### config.mk
export PLATFORM = sky130hd
export DESIGN_NAME = strobe_retimer
export DESIGN_NICKNAME = d
export VERILOG_FILES = /design/src/rtl/retime_pkg.sv /design/src/rtl/sync_chain.sv /design/src/rtl/edge_queue.sv /design/src/rtl/pulse_fsm.sv /design/src/rtl/strobe_retimer.sv
export SDC_FILE = /design/constraint.sdc
export NUM_CORES = 1
export LEC_CHECK = 0
export BUFFER_PORTS_ARGS = -buffer_cell sky130_fd_sc_hd__buf_2
export CORE_AREA = 2 2 39 41
export CTS_BUF_LIST = sky130_fd_sc_hd__clkbuf_8
export CTS_CLUSTER_DIAMETER = 30
export CTS_CLUSTER_SIZE = 28
export DETAILED_ROUTE_END_ITERATION = 12
export DIE_AREA = 0 0 41 43
export GPL_TIMING_DRIVEN = 0
export PLACE_DENSITY = 0.66
export SYNTH_ARGS = -nofsm -noshare
export SYNTH_HDL_FRONTEND = slang
export SYNTH_SLANG_ARGS = --single-unit
### constraint.sdc
create_clock -name clk -period 1.8 [get_ports clk]
set_input_delay 0.27 -clock clk [delete_from_list [all_inputs] [get_ports clk]]
set_output_delay 0.27 -clock clk [all_outputs]
set_load 0.05 [all_outputs]
### src/rtl/retime_pkg.sv
package retime_pkg;
    typedef enum logic [1:0] {
        ST_IDLE,
        ST_SETUP,
        ST_HIGH,
        ST_GAP
    } rt_state_e;
endpackage

### src/rtl/sync_chain.sv
// Multi-stage synchroniser for a small bundle of asynchronous lines.
module sync_chain #(
    parameter int WIDTH  = 2,
    parameter int STAGES = 2
) (
    input  logic             clk,
    input  logic             rst,
    input  logic [WIDTH-1:0] d,
    output logic [WIDTH-1:0] q
);
    logic [WIDTH-1:0] stg [STAGES];

    always_ff @(posedge clk) begin
        if (rst) stg[0] <= '0;
        else     stg[0] <= d;
    end

    for (genvar i = 1; i < STAGES; i++) begin : g_stage
        always_ff @(posedge clk) begin
            if (rst) stg[i] <= '0;
            else     stg[i] <= stg[i-1];
        end
    end

    assign q = stg[STAGES-1];
endmodule

### src/rtl/edge_queue.sv
// One-entry holding slot for strobe edges that arrive during a pulse sequence.
module edge_queue (
    input  logic clk,
    input  logic rst,
    input  logic edge_i,
    input  logic data_i,
    input  logic busy_i,
    input  logic take_i,
    output logic pend_o,
    output logic pdata_o,
    output logic ovr_o
);
    always_ff @(posedge clk) begin
        if (rst) begin
            pend_o  <= 1'b0;
            pdata_o <= 1'b0;
            ovr_o   <= 1'b0;
        end else if (edge_i && busy_i) begin
            if (pend_o && !take_i) begin
                ovr_o <= 1'b1;
            end else begin
                pend_o  <= 1'b1;
                pdata_o <= data_i;
            end
        end else if (take_i) begin
            pend_o <= 1'b0;
        end
    end
endmodule

### src/rtl/pulse_fsm.sv
// Sequencer: load bit, wait setup, drive fixed-width pulse, enforce low gap.
module pulse_fsm
    import retime_pkg::*;
#(
    parameter int SETUP_CYC = 6,
    parameter int HIGH_CYC  = 10,
    parameter int GAP_CYC   = 4
) (
    input  logic clk,
    input  logic rst,
    input  logic edge_i,
    input  logic data_i,
    input  logic pend_i,
    input  logic pdata_i,
    output logic busy_o,
    output logic take_o,
    output logic clk_o,
    output logic dat_o
);
    localparam int MAXA = (SETUP_CYC > HIGH_CYC) ? SETUP_CYC : HIGH_CYC;
    localparam int MAXC = (MAXA > GAP_CYC) ? MAXA : GAP_CYC;
    localparam int CW   = $clog2(MAXC + 1);
    localparam logic [CW-1:0] SET_LAST = CW'(SETUP_CYC - 1);
    localparam logic [CW-1:0] HI_LAST  = CW'(HIGH_CYC - 1);
    localparam logic [CW-1:0] GAP_LAST = CW'(GAP_CYC - 1);

    rt_state_e     st, st_nx;
    logic [CW-1:0] cnt, cnt_nx;
    logic          load, ld_val;

    always_comb begin
        st_nx  = st;
        cnt_nx = cnt + 1'b1;
        load   = 1'b0;
        ld_val = data_i;
        take_o = 1'b0;
        unique case (st)
            ST_IDLE: begin
                cnt_nx = '0;
                if (pend_i) begin
                    st_nx  = ST_SETUP;
                    load   = 1'b1;
                    ld_val = pdata_i;
                    take_o = 1'b1;
                end else if (edge_i) begin
                    st_nx = ST_SETUP;
                    load  = 1'b1;
                end
            end
            ST_SETUP: begin
                if (cnt == SET_LAST) begin
                    st_nx  = ST_HIGH;
                    cnt_nx = '0;
                end
            end
            ST_HIGH: begin
                if (cnt == HI_LAST) begin
                    st_nx  = ST_GAP;
                    cnt_nx = '0;
                end
            end
            ST_GAP: begin
                if (cnt == GAP_LAST) begin
                    st_nx  = ST_IDLE;
                    cnt_nx = '0;
                end
            end
        endcase
    end

    assign busy_o = (st != ST_IDLE) || pend_i;

    always_ff @(posedge clk) begin
        if (rst) begin
            st  <= ST_IDLE;
            cnt <= '0;
        end else begin
            st  <= st_nx;
            cnt <= cnt_nx;
        end
    end

    always_ff @(posedge clk) begin
        if (rst) begin
            clk_o <= 1'b0;
            dat_o <= 1'b0;
        end else begin
            clk_o <= (st_nx == ST_HIGH);
            if (load) dat_o <= ld_val;
        end
    end
endmodule

### src/rtl/strobe_retimer.sv
module strobe_retimer #(
    parameter int SYNC_STAGES = 2,
    parameter int SETUP_CYC   = 6,
    parameter int HIGH_CYC    = 10,
    parameter int GAP_CYC     = 4
) (
    input  logic clk,
    input  logic rst,
    input  logic bit_in,
    input  logic strobe_in,
    output logic bit_out,
    output logic clk_out,
    output logic overrun
);
    logic [1:0] raw_lines, sync_lines;
    logic       strb_q, rise;
    logic       busy, take, pend, pdata;

    assign raw_lines = {strobe_in, bit_in};

    sync_chain #(.WIDTH(2), .STAGES(SYNC_STAGES)) u_sync (
        .clk (clk),
        .rst (rst),
        .d   (raw_lines),
        .q   (sync_lines)
    );

    always_ff @(posedge clk) begin
        if (rst) strb_q <= 1'b0;
        else     strb_q <= sync_lines[1];
    end

    assign rise = sync_lines[1] & ~strb_q;

    edge_queue u_queue (
        .clk     (clk),
        .rst     (rst),
        .edge_i  (rise),
        .data_i  (sync_lines[0]),
        .busy_i  (busy),
        .take_i  (take),
        .pend_o  (pend),
        .pdata_o (pdata),
        .ovr_o   (overrun)
    );

    pulse_fsm #(
        .SETUP_CYC (SETUP_CYC),
        .HIGH_CYC  (HIGH_CYC),
        .GAP_CYC   (GAP_CYC)
    ) u_fsm (
        .clk     (clk),
        .rst     (rst),
        .edge_i  (rise),
        .data_i  (sync_lines[0]),
        .pend_i  (pend),
        .pdata_i (pdata),
        .busy_o  (busy),
        .take_o  (take),
        .clk_o   (clk_out),
        .dat_o   (bit_out)
    );
endmodule

* Word level (Yosys, flattened, before mapping)
Memories as Yosys holds them, arrays and structs flattened. Cells that the tools add are included.
Storage, ports and cells: bits in registers 12, RAM bits 4, bits of input ports 4, output and inout port bits 3, logic and storage cells 58, memories kept 1
Cells by class: add/sub/neg operators 1, equal/unequal tests 8, multiplexer cells 25, bitwise logic cells 5, reduce and logical (&&, ||, !) cells 10
Memory list:
- u_sync.stg | depth 2, width 2, read ports 2, clocked after Yosys merged registers in 0, wr ports 2, RTL line sync_chain.sv:11 | logic [WIDTH-1:0] stg [STAGES];
Operators with widths (count):
- $pmux W4 S4 | 1
- $mux W2 | 7
- $mux W1 | 13
- $mux W4 | 3
- $pmux W2 S4 | 1
- $eq A2 B2 Y1 const B | 3
- $reduce_and A2 Y1 | 3
- $add A4 B1 Y4 const B | 1
- $eq A4 B2 Y1 const B | 1
- $eq A4 B3 Y1 const B | 1
- $eq A4 B4 Y1 const B | 1
- $reduce_bool A2 Y1 | 2
- $eq A2 B1 Y1 const B | 1
- $logic_and A1 B1 Y1 | 2
- $logic_not A2 Y1 | 1
- $ne A2 B2 Y1 const B | 1
- $not A1 Y1 | 2
- $or A1 B1 Y1 | 2
- $and A1 B1 Y1 | 1
- $logic_not A1 Y1 | 1
- $logic_or A1 B1 Y1 | 1

* Logic depth before layout (Yosys ltp)
depth after elaboration 6, gate-level depth with buffers 6, mapped depth without buffers 6

* By module
From an unflattened synthesis, not the netlist that was laid out.
Unflattened totals: cells, all modules 70, area total of the unflattened synthesis 670.6 sq um
By module, submodules not included:
- pulse_fsm | times used 1, cells each 47, area an instance 402.9 sq um, seq. area each 160.2 sq um
- edge_queue | times used 1, cells each 12, area an instance 115.1 sq um, seq. area each 60.1 sq um
- sync_chain | times used 1, cells each 8, area an instance 105.1 sq um, seq. area each 80.1 sq um
- strobe_retimer | times used 1, cells each 3, area an instance 47.5 sq um, seq. area each 20.0 sq um

* Worst setup path before layout
OpenSTA, ideal clock, no wires.
kind reg-to-reg, start register u_fsm.cnt[1], end register u_fsm.cnt[3], library setup time 0.064 ns, data arrival time 1.186 ns, data required time 1.736 ns, path slack 0.550 ns, stages on the path, launching flop included 7, path buffers 0, clock period less this slack 1.250 ns, cell sequence dfxtp_1 inv_1 ha_1 nand3b_1 a21oi_1 or3_4 nor2_1
Between the ends: word-level cells in the longest chain between the ends 3, elaborated cells on any way between the ends 8, classes of those cells add/sub: 1; eq/ne: 3; mux: 4
Ends and longest elaborated chain:
- start: declaration | RTL line pulse_fsm.sv:28 | logic [CW-1:0] cnt, cnt_nx;
- start signal: assignment | RTL line pulse_fsm.sv:79 | cnt <= cnt_nx;
- $add A4 B1 Y4, or another cell as far along | RTL line pulse_fsm.sv:33 | cnt_nx = cnt + 1'b1;
- $mux W4, on equally long branches | RTL line pulse_fsm.sv:63, pulse_fsm.sv:51, pulse_fsm.sv:57
- $pmux W4 S4 * | RTL line pulse_fsm.sv:37 | unique case (st)
Every way passes the cells marked *; elsewhere a longest branch is shown, timed or not. A chain may end at the register's enable or synchronous reset.

* Worst setup path in the final report
Ends and elaborated chain as after synthesis.

==> flow_summary.yaml <==
critical_path:
  cpPeakStageDelay_ns: 0.39
  worstSetupPathType: "reg -> reg"
  cp_cell_sequence: "inv_1 > ha_1 > nand3b_1 > a21oi_1 > or3_4 > nor2_1"
  worstPathArrival_ns: 1.58
  cp_max_fo: 4
  crit_slowest_cell: "or3_4"
  crit_required_ns: 1.98
  start_kind: "register"
  end_kind: "register"
timing:
  hold_viol_final: 0
  rsz0062_at_grt: "false"
  finalCritPeriodShare_pct: 77.6
  report.final.slew_viol_count: 0
  min_period_ns: 1.40
  maxSlewHeadroom_pct: 69.7
  tns_ns: 0
  setup_ws_ns: 0.402
  tightest_slew_ns: 0.454
  finalSetupViolCount: 0
  fmax_ghz: 0.715
  worst_clock_skew_ns: 0.000966
die:
  die_x_um: 41
  core-area_mm2: 0.00138
  die_y_um: 43
  die_area_mm2: 0.00176
  pin_count: 7
  num_rows: 14
  start_util_pct: 47.9
placement:
  dp.cells: 91
  placement.io_buffers: 6
  gp_congestion: 0.692
  place_ws_ns: 0.434
  dp_hpwl_um: 741
routing:
  wl_per_cell_um: 10.7
  postRouteAntennaNets: 0
  drc: 0
  dr.pass1.iters: 4
  wl_um: 1020
  drt-initial-drc-count: 5
  vias_per_cell: 5.17
  vias: 491
grt:
  track_usage_pct: 15.6
  grt.overflow.total: 0
  grt_pass1_wl_um: 1830
  first_global_vias: 438
  antenna_found_initial: 0
  grt_max_degree: 11
synth:
  ys_seq_area_share_pct: 48.3
  yosys_warnings: 0
  synth_nets: 75
  async_reset_ff_share_pct: 0
  synthFlopType: "dfxtp_1"
  avgSynthCellArea_um2: 9.61
  synthCells: 69
  synth_edf_count: 0
  ys_seq_elements: 16
  syn_area_um2: 663
  yosysUniqueCellTypes: 26
outcome:
  outcome: "completed"
cts:
  htree_levels: 1
  cts_tree: "built"
  insertion_delay_ns: 0.24
  clockRootBuffer: "clkbuf_8"
  cts_resized: 0
  cts_sinks: 16
  cts_buffer_depth: 2
  post_cts_buffers: 0
  numCtsBuffers: 3
  path_clk_slew_ns: 0.06
  holdBufCountCts: 0
pwr:
  power_w: 0.000713
  power_density_mw_per_mm2: 929
  vdd_drop_max_mv: 0.715
  leakage_nw: 0.296
cells_and_area:
  antennaDiodeCount: 0
  syn_to_final_growth_pct: 15.8
  finalNonFillerCells: 95
  drive_above_1_share_pct: 19.0
  nets: 86
job:
  maxCapViolations: 0
min_path:
  hold_class: "in -> reg"
==> synthesized netlist by cell type (2+ instances only) <==
| cell | number | area (um^2) |
|---|---|---|
| a21oi_1 | 5 | 25.0 |
| a31oi_1 | 3 | 18.8 |
| dfxtp_1 | 16 | 320 |
| ha_1 | 2 | 25.0 |
| inv_1 | 3 | 11.3 |
| nand2_1 | 2 | 7.51 |
| nand3_1 | 2 | 10.0 |
| nand3b_1 | 4 | 30.0 |
| nor2_1 | 6 | 22.5 |
| nor2b_1 | 7 | 43.8 |
| o211ai_1 | 2 | 15.0 |
| o21ai_0 | 2 | 10.0 |
| xnor2_1 | 2 | 17.5 |
==> power by group <==
group | switching (W) | internal, W | total, W | leakage [nW]
Clock | 0.000121 | 0.000194 | 0.000314 | 0.0288
Combinational | 0.0000187 | 0.0000157 | 0.0000343 | 0.137
Sequential | 0.00000292 | 0.000362 | 0.000365 | 0.130
Total | 0.000142 | 0.000571 | 0.000713 | 0.296
==> final cells by class <==
| type | instances | area [um^2] |
|---|---|---|
| flip-flops and latches | 16 | 320 |
| plain buffers | 3 | 22.5 |
| well taps | 16 | 20.0 |
| repair buffers | 6 | 30.0 |
| inverters | 3 | 11.3 |
| clock buffers | 4 | 55.1 |
| fillers | 140 | 616 |
| multi-input cells | 47 | 309 |
==> critical path, delay by kind of cell (launching register included) <==
| family | cells | cell delay, ns |
|---|---|---|
| AO/OA/AOI/OAI | 1 | 0.08 |
| adder cells (fa/ha/maj) | 1 | 0.21 |
| AND/OR/NAND/NOR | 3 | 0.63 |
| buffers and inverters | 1 | 0.05 |
| flip-flops | 1 | 0.35 |
==> path summary, 6_finish.rpt <==
| check | from | end | slack, ns | cells after the start |
|---|---|---|---|---|
| worst min-delay path | strobe_in | u_sync.stg[0][1] | 0.23 | 2 |
| worst max-delay path | u_fsm.cnt[1] | u_fsm.cnt[3] | 0.40 | 6 |
| worst min register to register | u_sync.stg[0][1] | u_sync.stg[1][1] | 0.44 | 1 |
| worst max register to register | u_fsm.cnt[1] | u_fsm.cnt[3] | 0.40 | 6 |
==> metal layers <==
metal | vias up | part of all wire (%) | wire, um | GRT usage (%)
li1 | 257 | - | - | -
met1 | 226 | 48 | 490 | 19.2
met2 | 6 | 48 | 487 | 22.5
met3 | 2 | 3.2 | 33 | 6.28
met4 | 0 | 0.79 | 8 | 8.00
met5 | - | 0 | 0 | 0
==> layout by cell type, fill, tap and decap left out, drive strengths merged <==
master	synthesis	routed
a211o	1	1
xnor2	2	2
nor3	1	1
nand3	2	2
or2	1	1
inv	3	3
or3	2	2
buf	2	8
nand3b	4	4
nand4b	1	1
ha	2	2
a31oi	3	3
nand2	2	2
and4	1	1
o211ai	2	2
mux2i	1	1
nor2b	7	7
o21bai	1	1
nor2	6	6
clkbuf	1	5
dfxtp	16	16
a21oi	6	6
o21ai	2	2
==> kinds of logic (layout without fill, tap and decap cells) <==
kind of cell | count (synthesis) | in the layout | share of synthesized area, %
AOI/OAI and AO/OA | 15 | 15 | 14.2
xor gates and xnor gates | 2 | 2 | 2.64
adders and majority gates | 2 | 2 | 3.77
buffers and inverters | 6 | 16 | 5.09
DFF | 16 | 16 | 48.3
muxes | 1 | 1 | 1.51
and+or+nand+nor | 27 | 27 | 24.5
==> state kept, by name, summed over array words and instances (netlist names) <==
| signal | count |
|---|---|
| strb_q | 1 |
| u_fsm.clk_o | 1 |
| u_fsm.cnt | 4 |
| u_fsm.dat_o | 1 |
| u_queue.pdata_o | 1 |
| u_sync.stg | 4 |
| u_queue.pend_o | 1 |
| u_fsm.st | 2 |
| u_queue.ovr_o | 1 |
==> stage by stage <==
stage | cell area (um^2) | hold slack [ns] | utilization (%)
after floorplan | 663 | 0.358 | -
after global placement | 713 | 0.418 | 51.5
after detailed placement | 713 | 0.427 | 51.5
after CTS | 768 | 0.229 | 55.5
after global routing | 768 | 0.233 | 55.5
final | 768 | 0.231 | 55.5
Power figures use the tool's default switching activity.
